<file path="src/rtl/ackpoll_pkg.sv">
package ackpoll_pkg;

    typedef enum logic [1:0] {
        CMD_GAP,
        CMD_START,
        CMD_STOP,
        CMD_BYTE
    } bus_cmd_e;

    typedef enum logic [3:0] {
        S_IDLE,
        S_LEAD_GAP,
        S_W_START,
        S_W_CTRL,
        S_W_ADDR,
        S_W_DATA,
        S_W_STOP,
        S_P_START,
        S_P_CTRL,
        S_P_RETRY_STOP,
        S_P_END_STOP,
        S_TRAIL_GAP
    } seq_state_e;

endpackage

</file>
<file path="src/rtl/ackpoll_qtick.sv">
module ackpoll_qtick #(
    parameter int DIV = 8
) (
    input  logic clk,
    input  logic rst_n,
    input  logic run,
    output logic tick
);
    localparam int CW = (DIV > 1) ? $clog2(DIV) : 1;
    localparam logic [CW-1:0] LAST = CW'(DIV - 1);

    logic [CW-1:0] cnt_q;

    always_ff @(posedge clk or negedge rst_n) begin
        if (!rst_n) begin
            cnt_q <= '0;
        end else if (!run || cnt_q == LAST) begin
            cnt_q <= '0;
        end else begin
            cnt_q <= cnt_q + 1'b1;
        end
    end

    assign tick = run && (cnt_q == LAST);
endmodule

</file>
<file path="src/rtl/ackpoll_bitengine.sv">
module ackpoll_bitengine
    import ackpoll_pkg::*;
(
    input  logic       clk,
    input  logic       rst_n,
    input  logic       tick,
    input  logic       cmd_valid,
    input  bus_cmd_e   cmd,
    input  logic [7:0] tx_byte,
    input  logic       sda_in,
    output logic       active,
    output logic       cmd_done,
    output logic       ack_ok,
    output logic       in_byte,
    output logic       scl_low,
    output logic       sda_low
);
    bus_cmd_e   cmd_q;
    logic       busy_q;
    logic [1:0] qtr_q;
    logic [3:0] bit_q;
    logic [7:0] sh_q;
    logic       ack_q;
    logic       done_q;

    always_ff @(posedge clk or negedge rst_n) begin
        if (!rst_n) begin
            cmd_q  <= CMD_GAP;
            busy_q <= 1'b0;
            qtr_q  <= 2'd3;
            bit_q  <= 4'd0;
            sh_q   <= 8'h00;
            ack_q  <= 1'b0;
            done_q <= 1'b0;
        end else begin
            done_q <= 1'b0;
            if (!busy_q && cmd_valid) begin
                cmd_q  <= cmd;
                busy_q <= 1'b1;
                qtr_q  <= 2'd0;
                bit_q  <= 4'd0;
                sh_q   <= tx_byte;
                ack_q  <= 1'b0;
            end else if (busy_q && tick) begin
                if (qtr_q == 2'd1 && cmd_q == CMD_BYTE && bit_q == 4'd8) begin
                    ack_q <= !sda_in;
                end
                if (qtr_q == 2'd3) begin
                    if (cmd_q != CMD_BYTE || bit_q == 4'd8) begin
                        busy_q <= 1'b0;
                        done_q <= 1'b1;
                    end else begin
                        bit_q <= bit_q + 1'b1;
                        qtr_q <= 2'd0;
                    end
                end else begin
                    qtr_q <= qtr_q + 1'b1;
                end
            end
        end
    end

    // Line levels follow the held command, so lines keep their last level between commands.
    always_comb begin
        scl_low = 1'b0;
        sda_low = 1'b0;
        unique case (cmd_q)
            CMD_GAP: begin
                scl_low = 1'b0;
                sda_low = 1'b0;
            end
            CMD_START: begin
                scl_low = (qtr_q == 2'd3);
                sda_low = (qtr_q >= 2'd2);
            end
            CMD_STOP: begin
                scl_low = (qtr_q == 2'd0);
                sda_low = (qtr_q != 2'd3);
            end
            CMD_BYTE: begin
                scl_low = (qtr_q == 2'd0) || (qtr_q == 2'd3);
                sda_low = (bit_q < 4'd8) ? !sh_q[3'd7 - bit_q[2:0]] : 1'b0;
            end
        endcase
    end

    assign active   = busy_q;
    assign cmd_done = done_q;
    assign ack_ok   = ack_q;
    assign in_byte  = busy_q && (cmd_q == CMD_BYTE);
endmodule

</file>
<file path="src/rtl/ackpoll_writer.sv">
module ackpoll_writer
    import ackpoll_pkg::*;
#(
    parameter int          DIV       = 8,
    parameter int          MAX_POLLS = 64,
    parameter int          ADDR_W    = 4,
    parameter logic [3:0]  DEV_CODE  = 4'b1010
) (
    input  logic              clk,
    input  logic              rst_n,
    input  logic              go,
    input  logic [ADDR_W-1:0] addr,
    input  logic [7:0]        wdata,
    input  logic              sda_in,
    output logic              scl_low,
    output logic              sda_low,
    output logic              busy,
    output logic              done,
    output logic              err_nack,
    output logic              err_timeout
);
    localparam int         PW       = $clog2(MAX_POLLS + 1);
    localparam int         PAD      = 8 - ADDR_W;
    localparam logic [7:0] CTRL_WR  = {DEV_CODE, 3'b000, 1'b0};
    localparam logic [PW-1:0] POLL_LAST = PW'(MAX_POLLS - 1);

    seq_state_e        state_q, state_d;
    logic              issued_q;
    logic [PW-1:0]     poll_q;
    logic [ADDR_W-1:0] addr_q;
    logic [7:0]        data_q;
    logic              err_nack_q, err_to_q, done_q;

    logic       tick, eng_active, eng_done, eng_ack, in_byte;
    logic       cmd_valid;
    bus_cmd_e   cmd_sel;
    logic [7:0] tx_sel;
    logic       accept;
    logic       poll_last;

    assign accept    = (state_q == S_IDLE) && go;
    assign poll_last = (poll_q == POLL_LAST);
    assign cmd_valid = (state_q != S_IDLE) && !issued_q;

    ackpoll_qtick #(.DIV(DIV)) u_tick (
        .clk   (clk),
        .rst_n (rst_n),
        .run   (eng_active),
        .tick  (tick)
    );

    ackpoll_bitengine u_eng (
        .clk       (clk),
        .rst_n     (rst_n),
        .tick      (tick),
        .cmd_valid (cmd_valid),
        .cmd       (cmd_sel),
        .tx_byte   (tx_sel),
        .sda_in    (sda_in),
        .active    (eng_active),
        .cmd_done  (eng_done),
        .ack_ok    (eng_ack),
        .in_byte   (in_byte),
        .scl_low   (scl_low),
        .sda_low   (sda_low)
    );

    // Command chosen by the current state
    always_comb begin
        cmd_sel = CMD_GAP;
        tx_sel  = CTRL_WR;
        unique case (state_q)
            S_IDLE, S_LEAD_GAP, S_TRAIL_GAP: cmd_sel = CMD_GAP;
            S_W_START, S_P_START:            cmd_sel = CMD_START;
            S_W_CTRL, S_P_CTRL: begin
                cmd_sel = CMD_BYTE;
                tx_sel  = CTRL_WR;
            end
            S_W_ADDR: begin
                cmd_sel = CMD_BYTE;
                tx_sel  = {{PAD{1'b0}}, addr_q};
            end
            S_W_DATA: begin
                cmd_sel = CMD_BYTE;
                tx_sel  = data_q;
            end
            S_W_STOP, S_P_RETRY_STOP, S_P_END_STOP: cmd_sel = CMD_STOP;
        endcase
    end

    // Next state
    always_comb begin
        state_d = state_q;
        unique case (state_q)
            S_IDLE:         if (go) state_d = S_LEAD_GAP;
            S_LEAD_GAP:     if (eng_done) state_d = S_W_START;
            S_W_START:      if (eng_done) state_d = S_W_CTRL;
            S_W_CTRL:       if (eng_done) state_d = eng_ack ? S_W_ADDR : S_W_STOP;
            S_W_ADDR:       if (eng_done) state_d = eng_ack ? S_W_DATA : S_W_STOP;
            S_W_DATA:       if (eng_done) state_d = S_W_STOP;
            S_W_STOP:       if (eng_done) state_d = err_nack_q ? S_TRAIL_GAP : S_P_START;
            S_P_START:      if (eng_done) state_d = S_P_CTRL;
            S_P_CTRL: begin
                if (eng_done) begin
                    if (eng_ack || poll_last) state_d = S_P_END_STOP;
                    else                      state_d = S_P_RETRY_STOP;
                end
            end
            S_P_RETRY_STOP: if (eng_done) state_d = S_P_START;
            S_P_END_STOP:   if (eng_done) state_d = S_TRAIL_GAP;
            S_TRAIL_GAP:    if (eng_done) state_d = S_IDLE;
        endcase
    end

    // State register
    always_ff @(posedge clk or negedge rst_n) begin
        if (!rst_n) state_q <= S_IDLE;
        else        state_q <= state_d;
    end

    // Outputs and datapath
    always_ff @(posedge clk or negedge rst_n) begin
        if (!rst_n) begin
            issued_q   <= 1'b0;
            poll_q     <= '0;
            addr_q     <= '0;
            data_q     <= '0;
            err_nack_q <= 1'b0;
            err_to_q   <= 1'b0;
            done_q     <= 1'b0;
        end else begin
            done_q <= (state_q == S_TRAIL_GAP) && eng_done;
            if (eng_done)       issued_q <= 1'b0;
            else if (cmd_valid) issued_q <= 1'b1;
            if (accept) begin
                addr_q     <= addr;
                data_q     <= wdata;
                poll_q     <= '0;
                err_nack_q <= 1'b0;
                err_to_q   <= 1'b0;
            end
            if (eng_done && !eng_ack &&
                (state_q == S_W_CTRL || state_q == S_W_ADDR || state_q == S_W_DATA)) begin
                err_nack_q <= 1'b1;
            end
            if (eng_done && !eng_ack && state_q == S_P_CTRL) begin
                if (poll_last) err_to_q <= 1'b1;
                else           poll_q   <= poll_q + 1'b1;
            end
        end
    end

    assign busy        = (state_q != S_IDLE);
    assign done        = done_q;
    assign err_nack    = err_nack_q;
    assign err_timeout = err_to_q;
endmodule


</file>
<file path="config.mk">
export PLATFORM = sky130hd
export DESIGN_NAME = ackpoll_writer
export DESIGN_NICKNAME = d
export VERILOG_FILES = /design/src/rtl/ackpoll_pkg.sv /design/src/rtl/ackpoll_qtick.sv /design/src/rtl/ackpoll_bitengine.sv /design/src/rtl/ackpoll_writer.sv
export SDC_FILE = /design/constraint.sdc
export NUM_CORES = 1
export LEC_CHECK = 0
export BUFFER_PORTS_ARGS = -buffer_cell sky130_fd_sc_hd__buf_2
export CAP_MARGIN = 20
export CORE_ASPECT_RATIO = 1.4
export CORE_UTILIZATION = 53
export DETAILED_ROUTE_END_ITERATION = 10
export PLACE_DENSITY = 0.75
export SYNTH_ARGS = -nofsm -noshare
export SYNTH_HDL_FRONTEND = slang
export SYNTH_SLANG_ARGS = --single-unit
</file>
<file path="constraint.sdc">
create_clock -name clk -period 1.79 [get_ports clk]
set_input_delay 0.179 -clock clk [delete_from_list [all_inputs] [get_ports clk]]
set_output_delay 0.179 -clock clk [all_outputs]
set_load 0.005 [all_outputs]
</file>
# Word level (Yosys, flattened, before mapping)

Cells that the tools add are included.

$lt $le $gt $ge: 3
Shifts and indexed selects: 0
Muxes and demuxes: 54
$add $sub $neg: 5
Multiply operators: 0
Divide/modulo/power cells: 0
Equal/unequal tests: 35
Reductions and logical operators: 41
Bitwise operators: 0

Operator list:

| cell                | number |
|---|---|
| $mux 4              | 17 |
| $pmux 4 s12         | 1 |
| $ne 2x1->1 const B  | 12 |
| $mux 7              | 3 |
| $eq 4x4->1 const B  | 5 |
| $mux 1              | 20 |
| $eq 4x3->1 const B  | 4 |
| $pmux 8 s2          | 1 |
| $mux 2              | 7 |
| $reduce_and 12->1   | 1 |
| $reduce_bool 2->1   | 6 |
| $logic_and 1x1->1   | 11 |
| $eq 4x2->1 const B  | 2 |
| $pmux 1 s4          | 2 |
| $pmux 2 s4          | 1 |
| $add 7x1->7 const B | 1 |
| $eq 7x6->1 const B  | 1 |
| $eq 2x2->1 const B  | 3 |
| $logic_or 1x1->1    | 6 |
| $ne 2x2->1 const B  | 3 |
| $reduce_and 3->1    | 2 |
| $reduce_or 3->1     | 2 |
| $logic_not 1->1     | 5 |
| $add 4x1->4 const B | 1 |
| 18 further kinds    | 21 |

Memories kept: 0
Latch bits: 0
Bits in read-only memories: 0
Bits in writable memories: 0
Input bits: 16
Word-level logic and storage cells: 154
Bits in registers: 49

# Depth between registers and ports, before layout

Depth after elaboration: 6
Mapped depth: 6

# Cells and area by module

A second synthesis with hierarchy kept.

Cells, all modules: 285
Area total of the unflattened synthesis: 2,655.0 µm²

By module, submodules not included:

| module            | instances | cells each | area each (µm²) |
|---|---|---|---|
| ackpoll_writer    | 1         | 172        | 1,520.2 |
| ackpoll_bitengine | 1         | 104        | 997.2 |
| ackpoll_qtick     | 1         | 9          | 137.6 |

# Worst setup path after synthesis

Ideal clock, no wire load.

Path type: reg2reg
Start: register state_q[0]
End: register poll_q[5]
Path buffers: 2
Cell stages (with the launch flop): 6
Library setup time: 0.079 ns
Arrival time: 1.594 ns
Data required time: 1.711 ns
Path slack: 0.116 ns
Cells stage by stage: dfrtp_1 buf_2 or4_1 buf_2 nor4_4 mux2i_1

Longest elaborated chain between the ends: 5
Elaborated cells on any way between the ends: 7
Those cells by class: 1 x eq/ne; 3 x mux; 3 x reduce/logical

Ends and longest elaborated chain:

| item                   | line                  | source |
|---|---|---|
| start, declared        | ackpoll_writer.sv:27  | `seq_state_e state_q, state_d;` |
| start signal, assigned | ackpoll_writer.sv:118 | `else state_q <= state_d;` |
| $logic_not 4->1        | ackpoll_writer.sv:41  | `assign accept = (state_q == S_IDLE) && go;` |
| $logic_and 1x1->1      | ackpoll_writer.sv:41  |  |
| $mux 7                 | ackpoll_writer.sv:135 | `if (accept) begin` |
| $mux 7                 | ackpoll_writer.sv:147 | `if (poll_last) err_to_q <= 1'b1;` |
| $mux 7 (*)             | ackpoll_writer.sv:146 | `if (eng_done && !eng_ack && state_q == S_P_CTRL) begin` |
| end signal, assigned   | ackpoll_writer.sv:148 | `else poll_q <= poll_q + 1'b1;` |
| end, declared          | ackpoll_writer.sv:29  | `logic [PW-1:0] poll_q;` |

Every way passes the cells marked *; elsewhere a longest branch is shown, timed or not.
A chain may end at the register's enable or synchronous reset.

# Worst setup path after layout

Start: register u_eng.bit_q[0]
End: output port sda_low

Longest elaborated chain between the ends: 6
Elaborated cells on any way between the ends: 7
Those cells by class: 1 x add/sub; 1 x order compare; 4 x mux; 1 x reduce/logical

Ends and longest elaborated chain:

| item                         | line                    | source |
|---|---|---|
| start, declared              | ackpoll_bitengine.sv:21 | `logic [3:0] bit_q;` |
| start signal, assigned       | ackpoll_bitengine.sv:53 | `bit_q <= bit_q + 1'b1;` |
| $sub 3x3->3                  | ackpoll_bitengine.sv:82 | `sda_low = (bit_q < 4'd8) ? !sh_q[3'd7 - bit_q[2:0]] : 1'b0;` |
| $bmux 1 s3                   | ackpoll_bitengine.sv:82 |  |
| $mux 1 (implied by the code) | ackpoll_bitengine.sv:82 |  |
| $logic_not 1->1              | ackpoll_bitengine.sv:82 |  |
| $mux 1 (*)                   | ackpoll_bitengine.sv:82 |  |
| $pmux 1 s4 (*)               | ackpoll_bitengine.sv:67 | `unique case (cmd_q)` |
| end, declared                | ackpoll_writer.sv:16    | `output logic sda_low,` |

Every way passes the cells marked *; elsewhere a longest branch is shown, timed or not. The select of a mux whose other input is x is not followed.

==> flow_summary_export.csv <==
group,metric,value,unit
synthesis,async_flop_share,100.0,%
global_route,grt_util_all_layers,22.36,%
finish,synthToLayoutAreaGrowth,20.10,%
pwr,p_switching,0.5845,mW
sta,rsz0062_at_grt,"true",
pwr,leakage,1.384,nW
route,vias,1924,
run_status,violations,"negative setup slack",
sta,finalClockSkew,0.008454,ns
pwr,p_sw_share,22.84,%
synthesis,yosysSeqAreaShare,48.86,%
cts,numCtsBuffers,5,
pwr,power_density,847.4,nW/µm²
global_route,grt.overflow.total,0,
synthesis,syn_area_per_cell,10.44,µm²
sta,slew_headroom,63.52,%
global_route,antenna_found_initial,0,
pwr,power,2.559,mW
finish,design_area,3020,µm²
cts,root_buffer,"clkbuf_8",
synthesis,yosysUniqueCellTypes,53,
place,place_congestion,0.8523,
route,vias_per_cell,5.626,
pwr,p_comb_share,14.6,%
route,wl,4.849,mm
route,first_iter_violations,95,
pwr,clkPwrFrac,35.7,%
floorplan,initial_core_util,55.45,%
critical_path,required,1.61,ns
sta,tightest_slew,0.5472,ns
sta,setup_ws,-0.06608,ns
synthesis,synth-edff-count,0,
synthesis,yosysWarnings,0,
synthesis,syn-num-nets,265,
sta,finalSetupViolations,2,
route,first_pass_iters,4,
synthesis,netlist_top_cells_count,"dfrtp_1, nand2_1, nor2_1",
synthesis,postSynthCellCount,241,
critical_path,critPathCaptureType,"primary output",
global_route,grt_max_degree,27,
pwr,vdd_drop_max,0.0004813,V
sta,hold_violations,0,
route,wl_per_cell,14.18,µm
synthesis,ys_ff_latch,49,
sta,max_freq,538.8,MHz
sta,tns,-0.1319,ns
sta,post-route-period-util,103.7,%
synthesis,yosys.area.top_type,"dfrtp_1",
sta,period_needed,1.856,ns
cts,cts_tree,"yes",
sta,final-max-slew-violation-count,0,
floorplan,fp.dieW,60.22,µm
route,antenna_left,0,
global_route,grt_pass1_wl,8.638,mm
synthesis,synthFlopType,"dfrtp_1",
floorplan,ios,22,
pwr,seqPwrFrac,49.7,%
critical_path,cp-start-kind,"flop",
synthesis,yosys-top-cells-area,"dfrtp_1, nand2_1, ha_1",
floorplan,dieHeight,83.51,µm
cts,clk_path_buf_depth,2,
floorplan,die-area,5029,µm²
place,port_buffers,21,
pwr,p_int,1.975,mW
cts,clock-sinks,49,
cts,clk_latency,0.30,ns
synthesis,yosysTopAreaCellShare,46.77,%
cts,clk_pin_slew,0.09,ns
floorplan,fp.coreArea,4536,µm²
critical_path,cp.arrival,1.68,ns
critical_path,crit_fanout,6,
synthesis,synth_most_common_cell,"dfrtp_1",
finish,final_nets,303,
synthesis,syn_area,2515,µm²
route,drc,0,
hold_path,hp-class,"in2reg",
finish,drive_gt1_share,27.50,%
place,dp_hpwl,3.458,mm
place,placed_area,2783,µm²
flow_run,maxCapViolations,0,
run_status,status,"finished with violations",
finish,n_antenna_cell,0,
critical_path,worstSetupPathType,"reg2out",
floorplan,rows,29,
cts,htreeDepth,2,
global_route,grt_pass1_vias,1889,
[layout by cell type, fill, tap and decap left out, types with 5 or more instances in the layout]
cell      count
a21oi_1       5
a221oi_1      5
buf_2        21
buf_4        22
clkbuf_8      5
dfrtp_1      46
ha_1          7
inv_1         6
mux2_1        7
mux2_2        5
mux2i_1       8
nand2_1      27
nand3_1       6
nor2_1       25
o21ai_0      11
[registers in the layout, indices dropped and copies added, names as in the netlist]
| register | flops |
|---|---|
| state_q | 4 |
| u_eng.qtr_q | 2 |
| done | 1 |
| u_eng.cmd_q | 2 |
| err_timeout | 1 |
| u_eng.cmd_done | 1 |
| u_eng.ack_ok | 1 |
| issued_q | 1 |
| u_eng.bit_q | 4 |
| u_eng.active | 1 |
| addr_q | 4 |
| data_q | 8 |
| u_eng.sh_q | 8 |
| poll_q | 7 |
| err_nack | 1 |
| u_tick.cnt_q | 3 |
[logic make-up (layout without fill, tap and decap cells)]
family	Yosys count	in the layout	share of synthesized area, %
AND/OR/NAND/NOR	88	88	18.91
AO/OA/AOI/OAI	49	49	13.63
flip-flops	49	49	48.86
multiplexers	22	22	9.901
buffers and inverters	22	61	3.682
adder cells (fa/ha/maj)	8	8	3.980
XOR/XNOR	3	3	1.045
[critical path, cell delays in order, from the launching register on]
cell and delay, ns:
dfrtp_2 0.47, mux2i_1 0.13, mux4_2 0.49, nand2_2 0.09
o221ai_2 0.07, buf_2 0.13
[per-layer routing]
layer / up-vias / part of all wire (%) / routed length (µm) / track usage [%]
met5: - / 0 / 0 / 0
li1: 945 / - / - / -
met4: 0 / 1.4 / 68 / 6.554
met3: 7 / 2.7 / 129 / 3.256
met2: 35 / 51 / 2483 / 36.06
met1: 937 / 45 / 2168 / 30.68
[per-stage QoR]
stage	hold slack [ns]	util, %	instances	setup WS [ns]
CTS	0.08306	65.66	342	-0.09449
finish	0.08400	66.59	342	-0.06608
detailed placement	0.1973	61.35	328	0.03560
floorplan	-0.1166	-	241	0.1165
global route	0.07295	66.59	342	-0.1619
global placement	0.1940	61.35	328	0.09777
[path summary, 6_finish.rpt]
path                            startpoint              end  slack (ns)  cells after the start
max                         u_eng.bit_q[0]          sda_low       -0.07                      5
min                                addr[0]        addr_q[0]        0.08                      2
max reg2reg                 u_eng.qtr_q[1]   u_eng.bit_q[3]        0.12                      6
min reg2reg                u_tick.cnt_q[0]  u_tick.cnt_q[0]        0.44                      1
max in group asynchronous            rst_n   u_eng.qtr_q[0]        0.80                      3
min in group asynchronous            rst_n        addr_q[1]        0.39                      2
[layout make-up]
class	instances	area (µm²)
timing repair buffer	45	300.3
multi-input combinational	170	1249
sequential	49	1230
clock inverter	3	65.06
tap	62	77.57
inverter	8	30.03
fill	379	1515
clock buffer	5	68.82
[power groups by stage]
stage	combinational (mW)	clock, mW	sequential [mW]
after floorplan	0.172	0	1.28
after global placement	0.253	0	1.30
after detailed placement	0.264	0	1.30
after global routing	0.429	0.967	1.28
after CTS	0.354	0.928	1.27
final	0.375	0.913	1.27
[timing repair]
action / in CTS / in global routing
hold buffers: 1 / 0
resized for setup: 4 / 11
cloned: 0 / 0
endpoints found under the hold margin: 23 / 0
buffers inserted: 5 / 0
setup endpoints to repair: 2 / 22
pin swaps: 0 / 1
Note: power is estimated with default switching activity, not from simulation.
